--- config.mk ---
export PLATFORM = sky130hd
export DESIGN_NAME = bus_master_sec_filter
export DESIGN_NICKNAME = d
export VERILOG_FILES = /design/src/rtl/sec_filter_pkg.sv /design/src/rtl/sec_decide.sv /design/src/rtl/sec_irq.sv /design/src/rtl/bus_master_sec_filter.sv
export SDC_FILE = /design/constraint.sdc
export NUM_CORES = 1
export LEC_CHECK = 0
export CORE_UTILIZATION = 36
export CTS_CLUSTER_DIAMETER = 120
export DETAILED_ROUTE_END_ITERATION = 8
export HOLD_SLACK_MARGIN = 0.06
export PLACE_DENSITY = 0.83
export SETUP_SLACK_MARGIN = 0.1
export SYNTH_ARGS = -nofsm -noshare
export SYNTH_HDL_FRONTEND = slang
export SYNTH_SLANG_ARGS = --single-unit
--- constraint.sdc ---
create_clock -name clk -period 1.5 [get_ports clk]
set_input_delay 0.375 -clock clk [delete_from_list [all_inputs] [get_ports clk]]
set_output_delay 0.375 -clock clk [all_outputs]
set_load 0.01 [all_outputs]
--- src/rtl/sec_filter_pkg.sv ---
package sec_filter_pkg;
  typedef enum logic [1:0] {
    ACT_FWD_SEC  = 2'd0,
    ACT_FWD_NSEC = 2'd1,
    ACT_BLK_ZERO = 2'd2,
    ACT_BLK_ERR  = 2'd3
  } sf_action_e;

  typedef enum logic {
    ST_IDLE = 1'b0,
    ST_WAIT = 1'b1
  } sf_state_e;
endpackage

--- src/rtl/sec_decide.sv ---
module sec_decide
  import sec_filter_pkg::*;
(
  input  logic       exempt,
  input  logic       nonsec,
  input  logic       master_ns,
  input  logic       err_resp,
  output sf_action_e act
);
  always_comb begin
    if (exempt)
      act = master_ns ? ACT_FWD_NSEC : ACT_FWD_SEC;
    else if (nonsec)
      act = ACT_FWD_NSEC;
    else if (!master_ns)
      act = ACT_FWD_SEC;
    else
      act = err_resp ? ACT_BLK_ERR : ACT_BLK_ZERO;
  end
endmodule

--- src/rtl/sec_irq.sv ---
module sec_irq (
  input  logic clk,
  input  logic rst,
  input  logic clr_in,
  input  logic set_evt,
  output logic irq
);
  logic clr_q;
  logic status_q;

  always_ff @(posedge clk) begin
    if (rst) begin
      clr_q    <= 1'b0;
      status_q <= 1'b0;
    end else begin
      clr_q <= clr_in;
      if (clr_q)
        status_q <= 1'b0;
      else if (set_evt)
        status_q <= 1'b1;
    end
  end

  assign irq = status_q;

  // the registered clear forces the status low
  a_r8_clear_holds: assert property (@(posedge clk) disable iff (rst)
    clr_q |=> !irq);
  // the status is sticky while no clear is registered
  a_r8_sticky: assert property (@(posedge clk) disable iff (rst)
    (irq && !clr_q) |=> irq);
  // an error block with no clear sets the status
  a_r7_sets: assert property (@(posedge clk) disable iff (rst)
    (set_evt && !clr_q) |=> irq);
endmodule

--- src/rtl/bus_master_sec_filter.sv ---
module bus_master_sec_filter
  import sec_filter_pkg::*;
#(
  parameter int ADDR_W = 32,
  parameter int DATA_W = 64
) (
  input  logic              clk,
  input  logic              rst,
  input  logic              cfg_master_ns,
  input  logic              cfg_err_resp,
  input  logic              irq_clr,
  output logic              irq,
  input  logic              lkp_exempt,
  input  logic              lkp_nonsec,
  input  logic              up_req_valid,
  output logic              up_req_ready,
  input  logic [ADDR_W-1:0] up_addr,
  input  logic              up_write,
  input  logic [1:0]        up_size,
  input  logic [DATA_W-1:0] up_wdata,
  output logic              up_rsp_valid,
  output logic [DATA_W-1:0] up_rsp_rdata,
  output logic              up_rsp_err,
  output logic              dn_req_valid,
  output logic [ADDR_W-1:0] dn_addr,
  output logic              dn_write,
  output logic [1:0]        dn_size,
  output logic [DATA_W-1:0] dn_wdata,
  output logic              dn_secure,
  input  logic              dn_rsp_valid,
  input  logic [DATA_W-1:0] dn_rsp_rdata,
  input  logic              dn_rsp_err
);
  sf_state_e  state_q;
  logic       mns_q, errr_q;
  sf_action_e act;
  logic       accept, blk_err_evt;

  sec_decide u_decide (
    .exempt   (lkp_exempt),
    .nonsec   (lkp_nonsec),
    .master_ns(mns_q),
    .err_resp (errr_q),
    .act      (act)
  );

  assign up_req_ready = (state_q == ST_IDLE);
  assign accept       = up_req_valid && up_req_ready;
  assign blk_err_evt  = accept && (act == ACT_BLK_ERR);

  sec_irq u_irq (
    .clk    (clk),
    .rst    (rst),
    .clr_in (irq_clr),
    .set_evt(blk_err_evt),
    .irq    (irq)
  );

  always_ff @(posedge clk) begin
    if (rst) begin
      mns_q  <= 1'b0;
      errr_q <= 1'b0;
    end else begin
      mns_q  <= cfg_master_ns;
      errr_q <= cfg_err_resp;
    end
  end

  always_ff @(posedge clk) begin
    if (rst) begin
      state_q      <= ST_IDLE;
      dn_req_valid <= 1'b0;
      dn_addr      <= '0;
      dn_write     <= 1'b0;
      dn_size      <= 2'd0;
      dn_wdata     <= '0;
      dn_secure    <= 1'b0;
      up_rsp_valid <= 1'b0;
      up_rsp_rdata <= '0;
      up_rsp_err   <= 1'b0;
    end else begin
      dn_req_valid <= 1'b0;
      up_rsp_valid <= 1'b0;
      case (state_q)
        ST_IDLE: begin
          if (accept) begin
            if (act == ACT_FWD_SEC || act == ACT_FWD_NSEC) begin
              dn_req_valid <= 1'b1;
              dn_addr      <= up_addr;
              dn_write     <= up_write;
              dn_size      <= up_size;
              dn_wdata     <= up_wdata;
              dn_secure    <= (act == ACT_FWD_SEC);
              state_q      <= ST_WAIT;
            end else begin
              up_rsp_valid <= 1'b1;
              up_rsp_rdata <= '0;
              up_rsp_err   <= (act == ACT_BLK_ERR);
            end
          end
        end
        default: begin
          if (dn_rsp_valid) begin
            up_rsp_valid <= 1'b1;
            up_rsp_rdata <= dn_rsp_rdata;
            up_rsp_err   <= dn_rsp_err;
            state_q      <= ST_IDLE;
          end
        end
      endcase
    end
  end

  // a blocked request yields a response and no downstream request
  a_r5_block_local: assert property (@(posedge clk) disable iff (rst)
    (accept && (act == ACT_BLK_ZERO || act == ACT_BLK_ERR)) |=> (!dn_req_valid && up_rsp_valid));
  // a non-secure region goes out as non-secure
  a_r3_ns_region: assert property (@(posedge clk) disable iff (rst)
    (accept && !lkp_exempt && lkp_nonsec) |=> (dn_req_valid && !dn_secure));
  // the downstream error is returned upstream unchanged
  a_r10_err_pass: assert property (@(posedge clk) disable iff (rst)
    (state_q == ST_WAIT && dn_rsp_valid) |=> (up_rsp_valid && up_rsp_err == $past(dn_rsp_err)));
  // no acceptance while a downstream request is outstanding
  a_r11_single: assert property (@(posedge clk) disable iff (rst)
    dn_req_valid |-> !up_req_ready);
  // a request produces at most one kind of completion
  a_r1_one_outcome: assert property (@(posedge clk) disable iff (rst)
    !(dn_req_valid && up_rsp_valid));
endmodule

==> results of run 1 <==
## worst max-delay path by stage
| stage | from | to | cells past startpoint |
|---|---|---|---|
| after floorplan | lkp_nonsec | up_rsp_rdata[46] | 5 |
| after global placement | lkp_nonsec | up_rsp_rdata[33] | 5 |
| after detailed placement | lkp_exempt | up_rsp_rdata[33] | 5 |
| after CTS | mns_q | dn_wdata[61] | 6 |
| after global routing | mns_q | up_rsp_rdata[56] | 5 |
| final | mns_q | up_rsp_rdata[56] | 5 |
## cells in the mapped netlist
cell      instances
mux2i_1           1
buf_1             2
o21ai_0          99
o211ai_2         50
a31oi_1           1
or3b_1            1
o21ai_1           1
buf_4             5
a311oi_1          1
and2_1            1
dfxtp_1         172
nand2b_1          2
inv_1             2
a21oi_1         165
nand2_1          67
buf_6             6
a211oi_1          1
clkbuf_2          7
nor2b_1           5
o211ai_1         14
buf_2            39
clkbuf_1         32
nor3_1            2
nand3_1         100
nor2_1            2
nor3b_2           1
## what timing repair did
item,CTS,global route
pin swaps,123,56
setup endpoints to repair,332,311
hold buffers,0,0
setup buffers,3,5
resized for setup,430,249
gates cloned,9,7
## logic make-up after synthesis
logic type             share of synthesized area
AOI/OAI and AO/OA                         0.3038
buffers and inverters                    0.06874
DFF                                       0.5031
muxes                                   0.001463
and+or+nand+nor                           0.1229
## state kept, by name, summed over array words and instances (netlist names), 2 cells and up
name	cells
dn_size	2
up_rsp_rdata	64
dn_wdata	64
dn_addr	32
## per-layer routing
layer,up-vias,share of wire
li1,3512,-
met1,3580,0.39
met2,360,0.50
met3,62,0.076
met4,0,0.033
met5,-,0
## cell type report
type                            count  area share
Clock buffer                       18     0.03665
Clock inverter                     14     0.01326
Inverter                            2   0.0006264
Multi-Input combinational cell    516      0.2840
Sequential cell                   172      0.2923
Tap cell                          234     0.02443
Timing Repair Buffer              425      0.3487
## cells in the final DEF (no fill, tap or decap), drive strengths merged, types with 2 or more instances in the layout
cell type / synthesis / final
a21oi: 165 / 165
buf: 52 / 108
bufinv: 0 / 2
clkbuf: 39 / 95
clkdlybuf4s15: 0 / 69
clkdlybuf4s50: 0 / 169
clkinv: 0 / 6
dfxtp: 172 / 172
dlygate4sd2: 0 / 2
inv: 2 / 8
nand2: 67 / 67
nand2b: 2 / 2
nand3: 100 / 100
nor2: 2 / 2
nor2b: 5 / 5
nor3: 2 / 2
o211ai: 64 / 64
o21ai: 100 / 100
or3b: 1 / 3
## tightest hold or removal path, stage by stage
cell	delay [ns]
buf_4	0.12
buf_12	0.22
a21oi_2	0.05
## per-stage QoR
stage / std cells / power (µW) / hold slack, ns / cell area (µm²)
floorplan: 779 / 5787 / 0.3763 / 6847
global placement: 1327 / 7043 / 0.3874 / 10870
detailed placement: 1327 / 7072 / 0.3949 / 10870
CTS: 1371 / 11520 / 0.3906 / 11840
global route: 1381 / 12020 / 0.3851 / 11980
finish: 1381 / 11570 / 0.3927 / 11980
## power breakdown
part	total, µW	switching (µW)	internal [µW]
Combinational	2110	1010	1100
Sequential	4940	128	4810
Clock	4520	1980	2550
Total	11600	3120	8460
==> qor.csv, run 1 <==
metric;value;unit
cts_tree;built;
timing.fmax;650.4;MHz
r2r_cells;5;
grt_use_met1;0.2875;
hold_depth;3;
grt_usage;0.2434;
num_rows;50;
report.final.hold_viol_count;0;
io_buffers;341;
multi_input_area;3403;µm²
detailedPlace.worstSlack;-0.4679;ns
status;complete, but fails checks;
io_pins;342;
coreArea;18640;µm²
synthCells;779;
fin_nets;1307;
violations;setup timing;
syn_area;6844;µm²
slew_violations;0;
drive_gt1_frac;0.3836;
rsz0062_at_grt;yes;
clock_latency;0.42;ns
syn_avg_cell_area;8.786;µm²
slew_headroom;0.7896;
end_kind;flip-flop;
wl_per_cell;18.82;µm
grt_max_degree;69;
die_area;19570;µm²
p_per_area;965.7;nW/µm²
seq_area;3503;µm²
drt_iter0_drc;387;
gp_congestion;0.7939;
start_util;0.3671;
syn_nets;952;
clk_pin_slew_worst_paths;0.07;ns
grt_util_met3;0.08190;
fillCellCount;1482;
area_growth_syn_to_layout;75.10;%
drv_cap;0;
worst_pin_slew;0.3156;ns
cts-root-buf;clkbuf_16;
path_cells;buf_12 -> or3b_4 -> buf_8 -> o211ai_2 -> a21oi_1;
chipHeight;139.9;µm
cpPeakStageDelay;0.51;ns
gr-total-overflow;0;
drtPass1Iterations;5;
fin_ws;-0.03763;ns
fin_crit_sh;1.025;
n_antenna_cell;0;
yosysWarningCount;0;
cts_buffer_depth;2;
grt_pass1_wl;37.67;mm
leakagePower;0.004522;µW
cp_max_fo;8;
cpLargestDelayFamily;simple AND/OR/NAND/NOR gates;
slowest_stage;or3b_4;
grt-busiest-layer;met2;
fin_setup_tns;-0.1079;ns
grt_antenna_before_repair;0;
fin_util;0.6428;
die_w;139.9;µm
setup_viol;8;
cts-buffers-inserted;17;
cp_num_buf_inv;2;
hold_class;primary input to flip-flop;
start_kind;flip-flop;
cts.sinks;172;
vias_per_cell;5.441;
yosys.area.top_type_share;0.5031;
reg2reg_slack;-0.04;ns
fin_skew;0.01318;ns
critPathKind;flip-flop to flip-flop;
ys_seq_elements;172;
ant_nets;0;
wirelength;25.99;mm
min_from;rst;
required;1.80;ns
worstReg2RegStart;mns_q;
first_global_vias;7185;
peakVddDrop;0.0009881;V
synthTopCellsByArea;dfxtp_1 (50%), a21oi_1 (12%), o211ai_2 (9.1%);
hpwl;16.09;mm
yosysSeqAreaShare;0.5031;
num_vias;7514;
critPathArrivalTime;1.84;ns
r2r_end;up_rsp_rdata[56];
grt.met2_usage;0.4018;
htree_levels;4;
drcViolationCount;0;
netlist-cell-type-count;26;
yosysTopAreaCell;dfxtp_1;
min_to;dn_wdata[18];
fin_crit;1.538;ns
Note: power is estimated with default switching activity, not from simulation.
==> run 2: changes to the inputs <==
==> constraint.sdc (replaced) <==
create_clock -name clk -period 1.5 [get_ports clk]
set_input_delay 0.3 -clock clk [delete_from_list [all_inputs] [get_ports clk]]
set_output_delay 0.3 -clock clk [all_outputs]
set_load 0.01 [all_outputs]
==> qor.csv, run 2 (same netlist as run 1, synthesis figures left out) <==
metric;value;unit;change
required;1.80;ns;about the same
grt_usage;0.2417;;-0.001657
drv_cap;0;;unchanged
leakagePower;0.004786;µW;+5.8%
finalPower;11460;µW;-0.96%
min_from;rst;;
die_w;139.9;µm;unchanged
fillCellCount;1553;;+4.8%
setup_viol;0;;-8
r2r_cells;5;;unchanged
grt_antenna_before_repair;0;;unchanged
end_kind;flip-flop;;
cts_hold_buf;0;;unchanged
htree_levels;4;;unchanged
wl_per_cell;18.15;µm;-3.6%
hold_class;primary input to flip-flop;;
worst_pin_slew;0.3111;ns;-0.004531 ns
cp_max_fo;9;;+1
start_kind;flip-flop;;
drtPass1Iterations;5;;unchanged
p_per_area;974.6;nW/µm²;+0.92%
grt_max_degree;72;;+4.3%
clock_latency;0.42;ns;about the same
io_pins;342;;unchanged
r2r_end;up_rsp_rdata[57];;
area_growth_syn_to_layout;71.85;%;
hold_depth;2;;-1
cpPeakStageDelay;0.46;ns;-0.05 ns
cts_tree;built;;
io_buffers;341;;unchanged
cts-buffers-inserted;17;;unchanged
fin_setup_tns;0;ns;+0.1079 ns
rsz0062_at_grt;yes;;
start_util;0.3671;;unchanged
coreArea;18640;µm²;unchanged
peakVddDrop;0.0007065;V;-29%
fin_skew;0.01457;ns;+0.001384 ns
ant_nets;0;;unchanged
path_cells;or3b_4 -> buf_12 -> buf_16 -> o211ai_2 -> a21oi_1;;
critPathKind;flip-flop to flip-flop;;
clk_pin_slew_worst_paths;0.07;ns;about the same
drcViolationCount;0;;unchanged
num_vias;7371;;-1.9%
fin_nets;1298;;-0.69%
fin_crit;1.464;ns;-0.07411 ns
chipHeight;139.9;µm;unchanged
min_to;up_rsp_rdata[59];;
first_global_vias;7358;;+2.4%
grt_pass1_wl;37.86;mm;+0.51%
top_regs;dn_wdata: 64 flops, up_rsp_rdata: 64 flops, dn_addr: 32 flops;;
hpwl;15.51;mm;-3.6%
num_rows;50;;unchanged
cts_buffer_depth;2;;unchanged
worstReg2RegStart;mns_q;;
wirelength;24.90;mm;-4.2%
timing.fmax;683.3;MHz;+5.1%
slew_violations;0;;unchanged
n_antenna_cell;0;;unchanged
slew_headroom;0.7926;;+0.003020
critPathArrivalTime;1.77;ns;-0.07 ns
gp_congestion;0.7600;;-4.3%
final_cell_mix;dfxtp_1 (169), clkdlybuf4s50_1 (169), a21oi_1 (157);;
vias_per_cell;5.372;;-1.3%
cts.sinks;172;;unchanged
detailedPlace.worstSlack;-0.3948;ns;+0.07304 ns
drive_gt1_frac;0.1687;;-0.2149
reg2reg_slack;0.04;ns;+0.07 ns
report.final.hold_viol_count;0;;unchanged
slowest_stage;or3b_4;;
gr-total-overflow;0;;unchanged
drt_iter0_drc;352;;-9.0%
status;finished clean;;
die_area;19570;µm²;unchanged
cts-root-buf;clkbuf_16;;
fin_ws;0.03647;ns;+0.07411 ns
fin_crit_sh;0.9757;;-0.04940
-- run 2: final cells by class --
type | count | area (µm²) | area share
clock buffer | 19 | 452.9 | 0.03851
clock inverter | 13 | 153.9 | 0.01309
inverter | 2 | 7.507 | 0.0006383
multi-input combinational | 515 | 3059 | 0.2601
sequential | 172 | 3450 | 0.2933
tap | 234 | 292.8 | 0.02489
timing repair buffer | 417 | 4345 | 0.3695
-- run 2: layer usage --
layer | GRT usage | up-vias | wire (µm)
met2 | 0.4189 | 356 | 12280
met3 | 0.07605 | 58 | 2114
met5 | 0 | - | 0
li1 | - | 3487 | -
met1 | 0.2731 | 3470 | 9671
met4 | 0.1018 | 0 | 824
-- run 2: how the worst max path moves through the flow --
stage | start | slack (ns) | to
after CTS | mns_q | -0.01 | up_rsp_rdata[22]
after global routing | mns_q | -0.01 | up_rsp_rdata[22]
after floorplan | mns_q | 0.16 | up_rsp_rdata[46]
after global placement | lkp_nonsec | -0.39 | up_rsp_err
final | mns_q | 0.04 | up_rsp_rdata[57]
after detailed placement | lkp_nonsec | -0.39 | dn_wdata[38]
-- run 2: report_power, final --
group	leakage [µW]	total (µW)	switching (µW)	internal (µW)
sequential	0.00141	4930	119	4810
clock	0.000290	4560	1970	2590
combinational	0.00309	1980	929	1050
total	0.00479	11500	3020	8440
-- run 2: repair_timing --
item	4_1_cts	5_1_grt
buffers inserted	2	6
cloned	11	6
setup endpoints to repair	191	173
pin swaps	4	78
resized for setup	188	82
-- run 2: through the flow --
stage	area (µm²)	util	hold WS (ns)	std cells
after floorplan	6844	-	0.3763	779
after CTS	11470	0.6154	0.1825	1361
final	11760	0.6309	0.1923	1372
after global routing	11760	0.6309	0.1930	1372
after global placement	10720	0.5752	0.3819	1316
after detailed placement	10720	0.5752	0.3900	1316
-- run 2: worst max-delay path: cells and delay by family, from the launching register on --
kind / cells / cell delay [ns]
and+or+nand+nor: 1 / 0.46
DFF: 1 / 0.34
buffers and inverters: 2 / 0.33
AOI/OAI and AO/OA: 2 / 0.23
